<file path="config.mk">
export PLATFORM = sky130hd
export DESIGN_NAME = hw_call_stack
export DESIGN_NICKNAME = d
export VERILOG_FILES = /design/src/rtl/hw_stack_pkg.sv /design/src/rtl/hw_stack_ctrl.sv /design/src/rtl/hw_stack_store.sv /design/src/rtl/hw_stack_level.sv /design/src/rtl/hw_call_stack.sv
export SDC_FILE = /design/constraint.sdc
export NUM_CORES = 1
export LEC_CHECK = 0
export BUFFER_PORTS_ARGS = -buffer_cell sky130_fd_sc_hd__buf_2
export CAP_MARGIN = 10
export CORE_MARGIN = 2
export CORE_UTILIZATION = 57
export CTS_BUF_LIST = sky130_fd_sc_hd__clkbuf_16
export CTS_CLUSTER_SIZE = 24
export DETAILED_ROUTE_END_ITERATION = 8
export HOLD_SLACK_MARGIN = 0.02
export MAX_ROUTING_LAYER = met4
export PLACE_DENSITY_LB_ADDON = 0.3
export SYNTH_ARGS = -nofsm -noshare
export SYNTH_HDL_FRONTEND = slang
export SYNTH_HIERARCHICAL = 1
export SYNTH_SLANG_ARGS = --single-unit
export TNS_END_PERCENT = 5
</file>
<file path="constraint.sdc">
create_clock -name clk_i -period 10.7 [get_ports clk_i]
set_input_delay 2.14 -clock clk_i [delete_from_list [all_inputs] [get_ports clk_i]]
set_output_delay 2.14 -clock clk_i [all_outputs]
set_load 0.1 [all_outputs]
</file>
<file path="src/rtl/hw_stack_pkg.sv">
package hw_stack_pkg;
  typedef enum logic [1:0] {
    STK_IDLE = 2'd0,
    STK_PUSH = 2'd1,
    STK_POP  = 2'd2,
    STK_SWAP = 2'd3
  } stk_op_e;
endpackage

</file>
<file path="src/rtl/hw_stack_ctrl.sv">
module hw_stack_ctrl
  import hw_stack_pkg::*;
#(
  parameter int DEPTH = 33,
  localparam int CW = $clog2(DEPTH + 1),
  localparam int AW = (DEPTH > 1) ? $clog2(DEPTH) : 1
) (
  input  logic          clk_i,
  input  logic          rst_ni,
  input  logic          push_i,
  input  logic          pop_i,
  output logic [CW-1:0] count_o,
  output logic          wr_en_o,
  output logic [AW-1:0] wr_idx_o,
  output logic [AW-1:0] top_idx_o,
  output logic          ovf_o,
  output logic          unf_o
);
  localparam logic [CW-1:0] FULL_CNT = CW'(DEPTH);

  logic [CW-1:0] cnt_q, cnt_d;
  logic          ovf_q, ovf_d, unf_q, unf_d;
  logic          is_empty, is_full;
  stk_op_e       op;

  assign is_empty  = (cnt_q == '0);
  assign is_full   = (cnt_q == FULL_CNT);
  assign top_idx_o = AW'(cnt_q - CW'(1));

  // decode the effective operation
  always_comb begin
    op = STK_IDLE;
    if (push_i && pop_i)          op = is_empty ? STK_PUSH : STK_SWAP;
    else if (push_i && !is_full)  op = STK_PUSH;
    else if (pop_i && !is_empty)  op = STK_POP;
  end

  always_comb begin
    cnt_d    = cnt_q;
    ovf_d    = ovf_q;
    unf_d    = unf_q;
    wr_en_o  = 1'b0;
    wr_idx_o = AW'(cnt_q);
    unique case (op)
      STK_PUSH: begin
        cnt_d   = cnt_q + CW'(1);
        wr_en_o = 1'b1;
      end
      STK_POP:  cnt_d = cnt_q - CW'(1);
      STK_SWAP: begin
        wr_en_o  = 1'b1;
        wr_idx_o = top_idx_o;
      end
      default: ;
    endcase
    if (push_i && !pop_i && is_full) ovf_d = 1'b1;
    if (pop_i && is_empty)           unf_d = 1'b1;
  end

  always_ff @(posedge clk_i or negedge rst_ni) begin
    if (!rst_ni) begin
      cnt_q <= '0;
      ovf_q <= 1'b0;
      unf_q <= 1'b0;
    end else begin
      cnt_q <= cnt_d;
      ovf_q <= ovf_d;
      unf_q <= unf_d;
    end
  end

  assign count_o = cnt_q;
  assign ovf_o   = ovf_q;
  assign unf_o   = unf_q;

  a_r7_count_bound: assert property (@(posedge clk_i) disable iff (!rst_ni)
    cnt_q <= FULL_CNT);
  a_r3_ovf_sticky: assert property (@(posedge clk_i) disable iff (!rst_ni)
    ovf_q |=> ovf_q);
  a_r4_unf_sticky: assert property (@(posedge clk_i) disable iff (!rst_ni)
    unf_q |=> unf_q);
endmodule

</file>
<file path="src/rtl/hw_stack_store.sv">
module hw_stack_store #(
  parameter int DEPTH = 33,
  parameter int WIDTH = 16,
  localparam int AW = (DEPTH > 1) ? $clog2(DEPTH) : 1
) (
  input  logic             clk_i,
  input  logic             wr_en_i,
  input  logic [AW-1:0]    wr_idx_i,
  input  logic [WIDTH-1:0] wr_data_i,
  input  logic             empty_i,
  input  logic [AW-1:0]    top_idx_i,
  output logic [WIDTH-1:0] top_o
);
  logic [WIDTH-1:0] slot_q [DEPTH];

  // one enabled register per entry, no reset needed for data storage
  for (genvar g = 0; g < DEPTH; g++) begin : g_slot
    logic sel;
    assign sel = wr_en_i && (wr_idx_i == AW'(g));
    always_ff @(posedge clk_i) begin
      if (sel) slot_q[g] <= wr_data_i;
    end
  end

  assign top_o = empty_i ? '0 : slot_q[top_idx_i];
endmodule

</file>
<file path="src/rtl/hw_stack_level.sv">
module hw_stack_level #(
  parameter int DEPTH     = 33,
  parameter int LOW_MARK  = 3,
  parameter int HIGH_MARK = 28,
  localparam int CW = $clog2(DEPTH + 1)
) (
  input  logic [CW-1:0] count_i,
  input  logic          en_i,
  output logic          irq_o
);
  logic below, above;
  assign below = (count_i < CW'(LOW_MARK));
  assign above = (count_i > CW'(HIGH_MARK));
  assign irq_o = en_i && (below || above);
endmodule

</file>
<file path="src/rtl/hw_call_stack.sv">
module hw_call_stack #(
  parameter int DEPTH     = 33,
  parameter int WIDTH     = 16,
  parameter int LOW_MARK  = 3,
  parameter int HIGH_MARK = 28,
  localparam int CW = $clog2(DEPTH + 1),
  localparam int AW = (DEPTH > 1) ? $clog2(DEPTH) : 1
) (
  input  logic             clk_i,
  input  logic             rst_ni,
  input  logic             push_i,
  input  logic             pop_i,
  input  logic [WIDTH-1:0] push_data_i,
  input  logic             lvl_irq_en_i,
  output logic [WIDTH-1:0] top_o,
  output logic [CW-1:0]    count_o,
  output logic             empty_o,
  output logic             full_o,
  output logic             overflow_o,
  output logic             underflow_o,
  output logic             lvl_irq_o
);
  logic          wr_en;
  logic [AW-1:0] wr_idx, top_idx;

  hw_stack_ctrl #(.DEPTH(DEPTH)) ctrl_i (
    .clk_i, .rst_ni, .push_i, .pop_i,
    .count_o, .wr_en_o(wr_en), .wr_idx_o(wr_idx), .top_idx_o(top_idx),
    .ovf_o(overflow_o), .unf_o(underflow_o)
  );

  assign empty_o = (count_o == '0);
  assign full_o  = (count_o == CW'(DEPTH));

  hw_stack_store #(.DEPTH(DEPTH), .WIDTH(WIDTH)) store_i (
    .clk_i, .wr_en_i(wr_en), .wr_idx_i(wr_idx), .wr_data_i(push_data_i),
    .empty_i(empty_o), .top_idx_i(top_idx), .top_o
  );

  hw_stack_level #(.DEPTH(DEPTH), .LOW_MARK(LOW_MARK), .HIGH_MARK(HIGH_MARK)) level_i (
    .count_i(count_o), .en_i(lvl_irq_en_i), .irq_o(lvl_irq_o)
  );

  a_r1_push_grows: assert property (@(posedge clk_i) disable iff (!rst_ni)
    (push_i && !pop_i && !full_o) |=> (count_o == $past(count_o) + CW'(1)) && (top_o == $past(push_data_i)));
  a_r2_pop_shrinks: assert property (@(posedge clk_i) disable iff (!rst_ni)
    (pop_i && !push_i && !empty_o) |=> (count_o == $past(count_o) - CW'(1)));
  a_r3_no_overflow: assert property (@(posedge clk_i) disable iff (!rst_ni)
    (push_i && !pop_i && full_o) |=> $stable(count_o) && $stable(top_o) && overflow_o);
  a_r4_pop_empty: assert property (@(posedge clk_i) disable iff (!rst_ni)
    (pop_i && !push_i && empty_o) |=> empty_o && underflow_o && (top_o == '0));
  a_r5_replace_top: assert property (@(posedge clk_i) disable iff (!rst_ni)
    (push_i && pop_i && !empty_o) |=> $stable(count_o) && (top_o == $past(push_data_i)));
  a_r6_both_on_empty: assert property (@(posedge clk_i) disable iff (!rst_ni)
    (push_i && pop_i && empty_o) |=> (count_o == CW'(1)) && underflow_o);
  a_r9_irq_gated: assert property (@(posedge clk_i) disable iff (!rst_ni)
    !lvl_irq_en_i |-> !lvl_irq_o);
  a_r8_irq_at_empty: assert property (@(posedge clk_i) disable iff (!rst_ni)
    (lvl_irq_en_i && empty_o) |-> lvl_irq_o);
endmodule

</file>
==> out/results.tsv, run 1 <==
stage	metric	value	unit
sta	setup_slack	2950	ps
place	gp_congestion	0.881	
clock_network	ctsResizeCount	0	
route	drc_errors	0	
floorplanning	fp.coreArea	37500	sq um
sta	fmax	0.129	GHz
place	hpwl	28800	microns
route	wl	48300	microns
logic_synthesis	synth_seq_area_share	0.742	
clock_network	ctsHoldBuffers	0	
floorplanning	dieArea	39500	sq um
min_path	hold_class	reg -> reg	
clock_network	cts_setup_buffers	0	
sta	worst_hold_slack	462	ps
logic_synthesis	syn_avg_cell_area	19.4	sq um
layout	final_cell_mix	edfxtp_1 (528), mux4_2 (90), mux2i_1 (81)	
sta	slew_headroom	0.186	
sta	period_needed	7750	ps
floorplanning	fp-row-count	71	
route	drt-met1-wl	18700	microns
worst_setup_path	required	8560	ps
route	wl_met2	24000	microns
route	ant_nets	0	
route	drt-initial-drc-count	1174	
clock_network	cts-root-buf	clkbuf_16	
clock_network	cts.sinks	536	
place	post-place-ws	3530	ps
route	wl_met3	4270	microns
logic_synthesis	ys_async_sr_fraction	0.0149	
worst_setup_path	crit_path_max_fanout	81	
sta	finalSetupTns	0	ps
floorplanning	ioPinCount	48	
worst_setup_path	crit_arrival	5610	ps
floorplanning	die_w	199	microns
layout	layout-drive-gt1-share	0.224	
clock_network	numCtsBuffers	52	
place	placed_area	22400	sq um
global_routing	track_usage	0.261	
route	dr.pass1.iters	7	
floorplanning	chipHeight	199	microns
clock_network	htreeDepth	2	
route	dr_total_vias	11000	
global_routing	globalRouteOverflowTotal	0	
status	status	finished clean	
route	routedWlPerCell	27.7	microns
sta	fin_worst_skew	21.7	ps
layout	layout.nets	1221	
logic_synthesis	synth_edf_count	528	
clock_network	worstSkewPairLatency	610	ps
global_routing	grt_max_degree	82	
sta	rsz0062_at_grt	no	
run	cap_violations	0	
worst_setup_path	endpoint_kind	output pin	
logic_synthesis	syn-num-nets	1141	
layout	final_cell_area	23900	sq um
global_routing	grt_pass1_vias	10600	
floorplanning	initial_utilization	0.577	
clock_network	clk_pin_slew	50	ps
sta	worstMarginPinSlew	1220	ps
logic_synthesis	ys_warn_count	6	
clock_network	cts_buffer_depth	3	
logic_synthesis	synth.distinct_cells	50	
logic_synthesis	synthCells	1114	
logic_synthesis	synth_flop_cell	edfxtp_1	
sta	maxSlewViolCount	0	
layout	final_common_cell	edfxtp_1	
global_routing	antenna_found_initial	1	
clock_network	cts_tree	built	
sta	finalSetupViolCount	0	
worst_setup_path	crit_type	reg -> out	
layout	areaGrowthSynthToFinish	10.5	%
route	avgViaCountPerCell	6.28	
sta	hold_viol_final	0	
logic_synthesis	synth-seq-cells	536	
route	highest_layer	met4	
logic_synthesis	synth_area	21600	sq um
global_routing	grt_pass1_wl	70300	microns
place	port-buffer-count	47	
sta	finalCritPeriodShare	0.724	
worst_setup_path	start_kind	flip-flop	
[synth_stat cells, types with 2 or more instances]
cell type    n  area [sq um]
buf_6       14           158
a221oi_2     2          30.0
nor3_1       2          10.0
dfrtp_1      8           200
inv_1       22          82.6
nand3_1     22           110
mux2i_1     81           811
a22oi_1     16           120
nor4b_1      2          17.5
clkbuf_1    22          82.6
nand2b_1     3          18.8
a221oi_1    30           263
ha_1         6          75.1
nand2_1     64           240
xor2_1       7          61.3
nor2_1      39           146
buf_12       7           140
and2_1       3          18.8
nor2b_1     22           138
a31oi_1     16           100
mux2_2      17           191
buf_2       19          95.1
nand3b_1     2          15.0
or2_2        2          12.5
xnor2_1      7          61.3
edfxtp_1   528         15900
a21oi_1     19          95.1
a211oi_1    16           120
mux4_2      90          2030
mux4_1       6           158
[flip-flops by register name, indices dropped and copies added, names as in the netlist]
register and cells:
store_i/slot_q 528, ctrl_i/unf_o 1, ctrl_i/ovf_o 1, ctrl_i/count_o 6
[through the flow]
step	cells	utilization
global placement	1651	0.598
floorplan	1114	-
CTS	1744	0.638
detailed placement	1651	0.598
finish	1745	0.638
global route	1745	0.638
[worst paths after layout]
kind	startpoint	endpoint	slack (ps)	cells past startpoint
setup / recovery	ctrl_i/count_o[0]	top_o[1]	2950	10
hold / removal	ctrl_i/ovf_o	ctrl_i/ovf_o	460	1
setup reg to reg	ctrl_i/count_o[0]	store_i/slot_q[9][1]	5820	12
hold reg to reg	ctrl_i/ovf_o	ctrl_i/ovf_o	460	1
max in group asynchronous	rst_ni	ctrl_i/count_o[5]	9140	1
min in group asynchronous	rst_ni	ctrl_i/count_o[2]	1390	1
[kinds of logic (layout without fill, tap and decap cells)]
family,count (synthesis),after routing,share of synthesized area
multiplexers,194,194,0.147
XOR/XNOR,14,14,0.00567
AND/OR/NAND/NOR,170,170,0.0376
buffers and inverters,87,206,0.0271
other,0,1,0
AO/OA/AOI/OAI,107,107,0.0371
flip-flops,536,536,0.742
adder cells (fa/ha/maj),6,6,0.00347
[layer usage]
| metal | track usage | vias to the layer above |
|---|---|---|
| met1 | 0.346 | 5688 |
| met2 | 0.415 | 502 |
| met5 | - | - |
| met4 | 0.0738 | 0 |
| met3 | 0.0537 | 86 |
| li1 | - | 4685 |
[final cells by class]
type / count / area, sq um
flip-flops and latches: 536 / 16100
fillers: 2543 / 13600
multi-input cells: 491 / 5050
clock buffers: 53 / 1330
well taps: 511 / 639
repair buffers: 91 / 566
clock inverters: 40 / 189
inverters: 22 / 91.3
diodes: 1 / 2.50
[worst max-delay path, stage by stage, from the launching register on]
cell and delay [ps]:
dfrtp_1 620, inv_8 620, ha_1 420, xor2_4 160, buf_4 460, buf_4 740
mux4_2 350, mux2_2 200, nand3_1 80, a221oi_1 680, buf_2 560
Power of run 1 is left out: the tool's default activity adds up to more than one toggle a clock period on the data nets, which glitch-free logic cannot reach.
==> run 2, diff against run 1 <==
CORE_UTILIZATION = 56   (was 57)
clock period = 6.4 ns   (was 10.7 ns; I/O delays follow)
==> run 2 against run 1 <==
Register-to-register slack lost 4100 ps. Wire length increased by 1.7%. Setup slack got worse by 2500 ps. Utilization down 0.73 points. Cell count increased by 1.1%. Via count increased by 2.5%. Non-clock buffer count increased by 11. Critical path type unchanged.
==> out/results.tsv, run 2 (synthesized netlist as in run 1, its figures left out) <==
stage	metric	value	unit
global_routing	antenna_found_initial	1	
worst_setup_path	timing.rr.end	store_i/slot_q[31][11]	
sta	period_needed	5970	ps
route	dr.pass1.iters	7	
sta	fin_worst_skew	8.23	ps
global_routing	grt_pass1_wl	73000	microns
layout	layout-drive-gt1-share	0.236	
worst_setup_path	crit_path_max_fanout	49	
worst_setup_path	crit_type	reg -> out	
route	routedWlPerCell	27.9	microns
place	placedCellCount	1669	
worst_setup_path	endpoint_kind	output pin	
floorplanning	fp-row-count	72	
floorplanning	initial_utilization	0.564	
sta	rsz0062_at_grt	no	
sta	finalSetupViolCount	0	
layout	top_register	store_i/slot_q	
floorplanning	fp.coreArea	38400	sq um
clock_network	cts-root-buf	clkbuf_16	
sta	fmax	0.167	GHz
sta	slew_headroom	0.261	
clock_network	cts.sinks	536	
layout	areaGrowthSynthToFinish	11.8	%
layout	final_cell_mix	edfxtp_1 (528), mux4_2 (90), mux2i_1 (81)	
layout	finish.utilization	0.631	
sta	maxSlewViolCount	0	
floorplanning	die_w	201	microns
route	wl	49200	microns
floorplanning	chipHeight	201	microns
status	status	finished clean	
sta	setup_slack	429	ps
clock_network	cts_tree	built	
worst_setup_path	r2r_start	ctrl_i/count_o[0]	
layout	final_common_cell	edfxtp_1	
route	dr_total_vias	11200	
global_routing	track_usage	0.257	
worst_setup_path	start_kind	flip-flop	
worst_setup_path	r2r_cells	12	
global_routing	grt_pass1_vias	11100	
sta	hold_viol_final	0	
min_path	hold_class	reg -> reg	
clock_network	cts_setup_buffers	0	
layout	fin_cells	1765	
clock_network	ctsHoldBuffers	0	
global_routing	globalRouteOverflowTotal	0	
layout	largest_reg_flops	528	
layout	fillCellCount	2648	
clock_network	clk_pin_slew	60	ps
floorplanning	dieArea	40200	sq um
worst_setup_path	required	5120	ps
clock_network	ctsResizeCount	0	
clock_network	htreeDepth	2	
global_routing	grt_max_degree	89	
sta	worstMarginPinSlew	1100	ps
run	cap_violations	0	
clock_network	cts_buffer_depth	3	
layout	layout.nets	1232	
sta	finalCritPeriodShare	0.933	
route	drc_errors	0	
place	placed_area	22500	sq um
worst_setup_path	setup.worst_path.end	top_o[0]	
place	port-buffer-count	47	
floorplanning	ioPinCount	48	
clock_network	worstSkewPairLatency	590	ps
route	ant_nets	0	
worst_setup_path	r2r_setup_slack	1730	ps
route	drt-initial-drc-count	1382	
route	avgViaCountPerCell	6.37	
place	gp_congestion	0.901	
worst_setup_path	crit_arrival	4690	ps
layout	final_cell_area	24200	sq um
place	hpwl	29100	microns
clock_network	numCtsBuffers	52	
place	post-place-ws	1060	ps
worst_setup_path	crit_start	ctrl_i/count_o[0]	
==> run 2: cell types whose count changed in the layout (fill, tap and decap cells not counted), moves of 2 or more <==
cell       delta
buf_4         +9
bufinv_16     +7
clkinv_1      -3
buf_12        +2
clkinv_2      -2
inv_16        -2
==> run 2: worst min-delay path by stage <==
stage                              endpoint         start  cells past startpoint  slack (ps)
final                          ctrl_i/ovf_o  ctrl_i/ovf_o                      1         450
after global routing           ctrl_i/ovf_o  ctrl_i/ovf_o                      1         470
after CTS                      ctrl_i/ovf_o  ctrl_i/ovf_o                      1         460
after detailed placement       ctrl_i/ovf_o  ctrl_i/ovf_o                      1         450
after global placement         ctrl_i/ovf_o  ctrl_i/ovf_o                      1         440
after floorplan           ctrl_i/count_o[0]        rst_ni                      0         980
==> run 2: per-stage QoR <==
stage                     hold WS (ps)  setup TNS, ps
after CTS                          462              0
after global routing               470              0
after detailed placement           451              0
final                              451              0
after global placement             437              0
after floorplan                    984           -546
==> run 2: critical path: stages, from the launching register on <==
cell	delay [ps]
dfrtp_1	760
inv_8	240
ha_1	400
xor2_4	280
buf_4	580
mux4_2	340
mux2_2	190
nand3_1	90
a221oi_1	640
buf_2	550
==> run 2: area by class of cell <==
type / instances / area (sq um) / area share
Sequential cell: 536 / 16100 / 0.663
Multi-Input combinational cell: 491 / 5060 / 0.209
Clock buffer: 53 / 1330 / 0.0548
Timing Repair Buffer: 102 / 673 / 0.0278
Tap cell: 518 / 648 / 0.0268
Clock inverter: 41 / 347 / 0.0143
Inverter: 22 / 91.3 / 0.00377
Antenna cell: 2 / 5.00 / 0.000207
==> run 2: layer usage <==
metal | vias up | track usage | part of all wire
li1 | 4704 | - | -
met1 | 5847 | 0.362 | 0.41
met2 | 581 | 0.389 | 0.47
met3 | 105 | 0.0453 | 0.088
met4 | 0 | 0.0799 | 0.033
met5 | - | - | 0
Power of run 2 is left out for the same reason.
==> run 3, diff against run 2 <==
--- a/constraint.sdc
+++ b/constraint.sdc
@@ -3,2 +3,2 @@
 set_output_delay 1.28 -clock clk_i [all_outputs]
-set_load 0.1 [all_outputs]
+set_load 0.05 [all_outputs]
==> run 3 against run 2 <==
Clock-buffer cell count stayed put. Sequential cell count stayed put. Largest cell class unchanged. Maximum frequency is 7.9% higher. Register-to-register slack better by 430 ps. Cell count is 0.57% lower. Highest routed layer unchanged. Critical endpoint is now top_o[12]. Critical path depth is 1 lower. Die area stayed put. Critical path type unchanged.
==> out/results.tsv, run 3 (synthesized netlist as in run 1, its figures left out) <==
stage	metric	value	unit
status	status	finished clean	
sta	fmax	0.181	GHz
route	dr_total_vias	11200	
clock_network	ctsHoldBuffers	0	
route	avgViaCountPerCell	6.36	
sta	setup_slack	866	ps
min_path	hold_class	reg -> reg	
place	port-buffer-count	47	
route	routedWlPerCell	28.5	microns
clock_network	numCtsBuffers	52	
clock_network	ctsResizeCount	0	
route	wl	50000	microns
global_routing	grt_max_degree	113	
floorplanning	ioPinCount	48	
worst_setup_path	crit_type	reg -> out	
global_routing	track_usage	0.261	
layout	top_register	store_i/slot_q	
sta	maxSlewViolCount	0	
pwr	power.density	516	nW/um^2
floorplanning	initial_utilization	0.564	
clock_network	cts_tree	built	
sta	finalSetupViolCount	0	
floorplanning	fp-row-count	72	
layout	final_cell_mix	edfxtp_1 (528), mux4_2 (90), mux2i_1 (81)	
clock_network	cts-root-buf	clkbuf_16	
worst_setup_path	r2r_cells	11	
layout	layout.nets	1224	
clock_network	cts_buffer_depth	3	
global_routing	grt_pass1_vias	10800	
layout	final_common_cell	edfxtp_1	
layout	largest_reg_flops	528	
clock_network	clk_pin_slew	50	ps
floorplanning	fp.coreArea	38400	sq um
clock_network	worstSkewPairLatency	590	ps
sta	fin_worst_skew	25.6	ps
global_routing	grt_pass1_wl	73400	microns
sta	slew_headroom	0.244	
worst_setup_path	required	5120	ps
worst_setup_path	endpoint_kind	output pin	
clock_network	cts.sinks	536	
place	gp_congestion	0.952	
floorplanning	die_w	201	microns
place	post-place-ws	1500	ps
global_routing	antenna_found_initial	4	
global_routing	globalRouteOverflowTotal	0	
worst_setup_path	crit_path_max_fanout	13	
floorplanning	chipHeight	201	microns
layout	layout-drive-gt1-share	0.229	
worst_setup_path	start_kind	flip-flop	
route	drt-initial-drc-count	1296	
route	dr.pass1.iters	8	
sta	rsz0062_at_grt	no	
sta	finalCritPeriodShare	0.865	
route	ant_nets	0	
worst_setup_path	crit_arrival	4250	ps
pwr	leakage	8.01	nW
run	cap_violations	0	
sta	hold_viol_final	0	
sta	period_needed	5530	ps
floorplanning	dieArea	40200	sq um
min_path	hold_depth	1	
pwr	max-vdd-ir-drop	483	uV
clock_network	htreeDepth	2	
clock_network	cts_setup_buffers	0	
sta	finalSetupTns	0	ps
layout	areaGrowthSynthToFinish	11.1	%
route	drc_errors	0	
sta	worstMarginPinSlew	1130	ps
place	hpwl	29300	microns
run 3: cell types whose count changed in the layout (fill, tap and decap cells not counted), moves of 2 or more:
cell	change
inv_1	+3
nor2_2	-2
nor2_1	+2
buf_4	-8
clkinv_1	-7
diode_2	+2
clkinv_2	+2
bufinv_16	-3
run 3: cell type report:
type	instances	area, sq um
Sequential cell	536	16100
Clock buffer	53	1330
Clock inverter	37	259
Inverter	22	91.3
Fill cell	2675	14300
Tap cell	518	648
Timing Repair Buffer	94	613
Antenna cell	4	10.0
Multi-Input combinational cell	491	5050
run 3: critical path, cell delays in order, from the launching register on:
cell	delay [ps]
dfrtp_1	770
inv_8	70
ha_1	380
clkinv_2	330
nor2b_1	980
a221oi_1	220
a31oi_1	460
a221oi_1	200
buf_2	250
run 3: path summary, 6_finish.rpt:
kind,slack (ps),start,end
min in group asynchronous,520,rst_ni,ctrl_i/count_o[2]
worst max register to register,2160,ctrl_i/count_o[2],store_i/slot_q[24][6]
worst max-delay path,870,ctrl_i/count_o[0],top_o[12]
worst min register to register,450,ctrl_i/ovf_o,ctrl_i/ovf_o
max in group asynchronous,5700,rst_ni,ctrl_i/count_o[0]
worst min-delay path,450,ctrl_i/ovf_o,ctrl_i/ovf_o
run 3: power breakdown:
part / switching, mW / internal (mW)
Combinational: 3.51 / 1.84
Clock: 1.22 / 1.64
Sequential: 0.124 / 4.07
Total: 4.86 / 7.55
run 3: through the flow:
step	power (mW)	cells	hold WS (ps)	cell area, sq um	utilization
finish	12.4	1755	454	24000	0.627
detailed placement	9.59	1661	454	22500	0.585
CTS	12.5	1751	464	24000	0.626
global placement	9.54	1661	443	22500	0.585
floorplan	8.09	1114	764	21600	-
global route	12.8	1755	474	24000	0.627
run 3: metal layers:
metal,global-route usage,part of all wire,vias to the layer above
met1,0.376,0.42,5815
met5,-,0,-
met3,0.0448,0.083,91
li1,-,-,4707
met2,0.388,0.47,544
met4,0.0772,0.026,0
No activity file was read; power rests on OpenSTA's default activity.
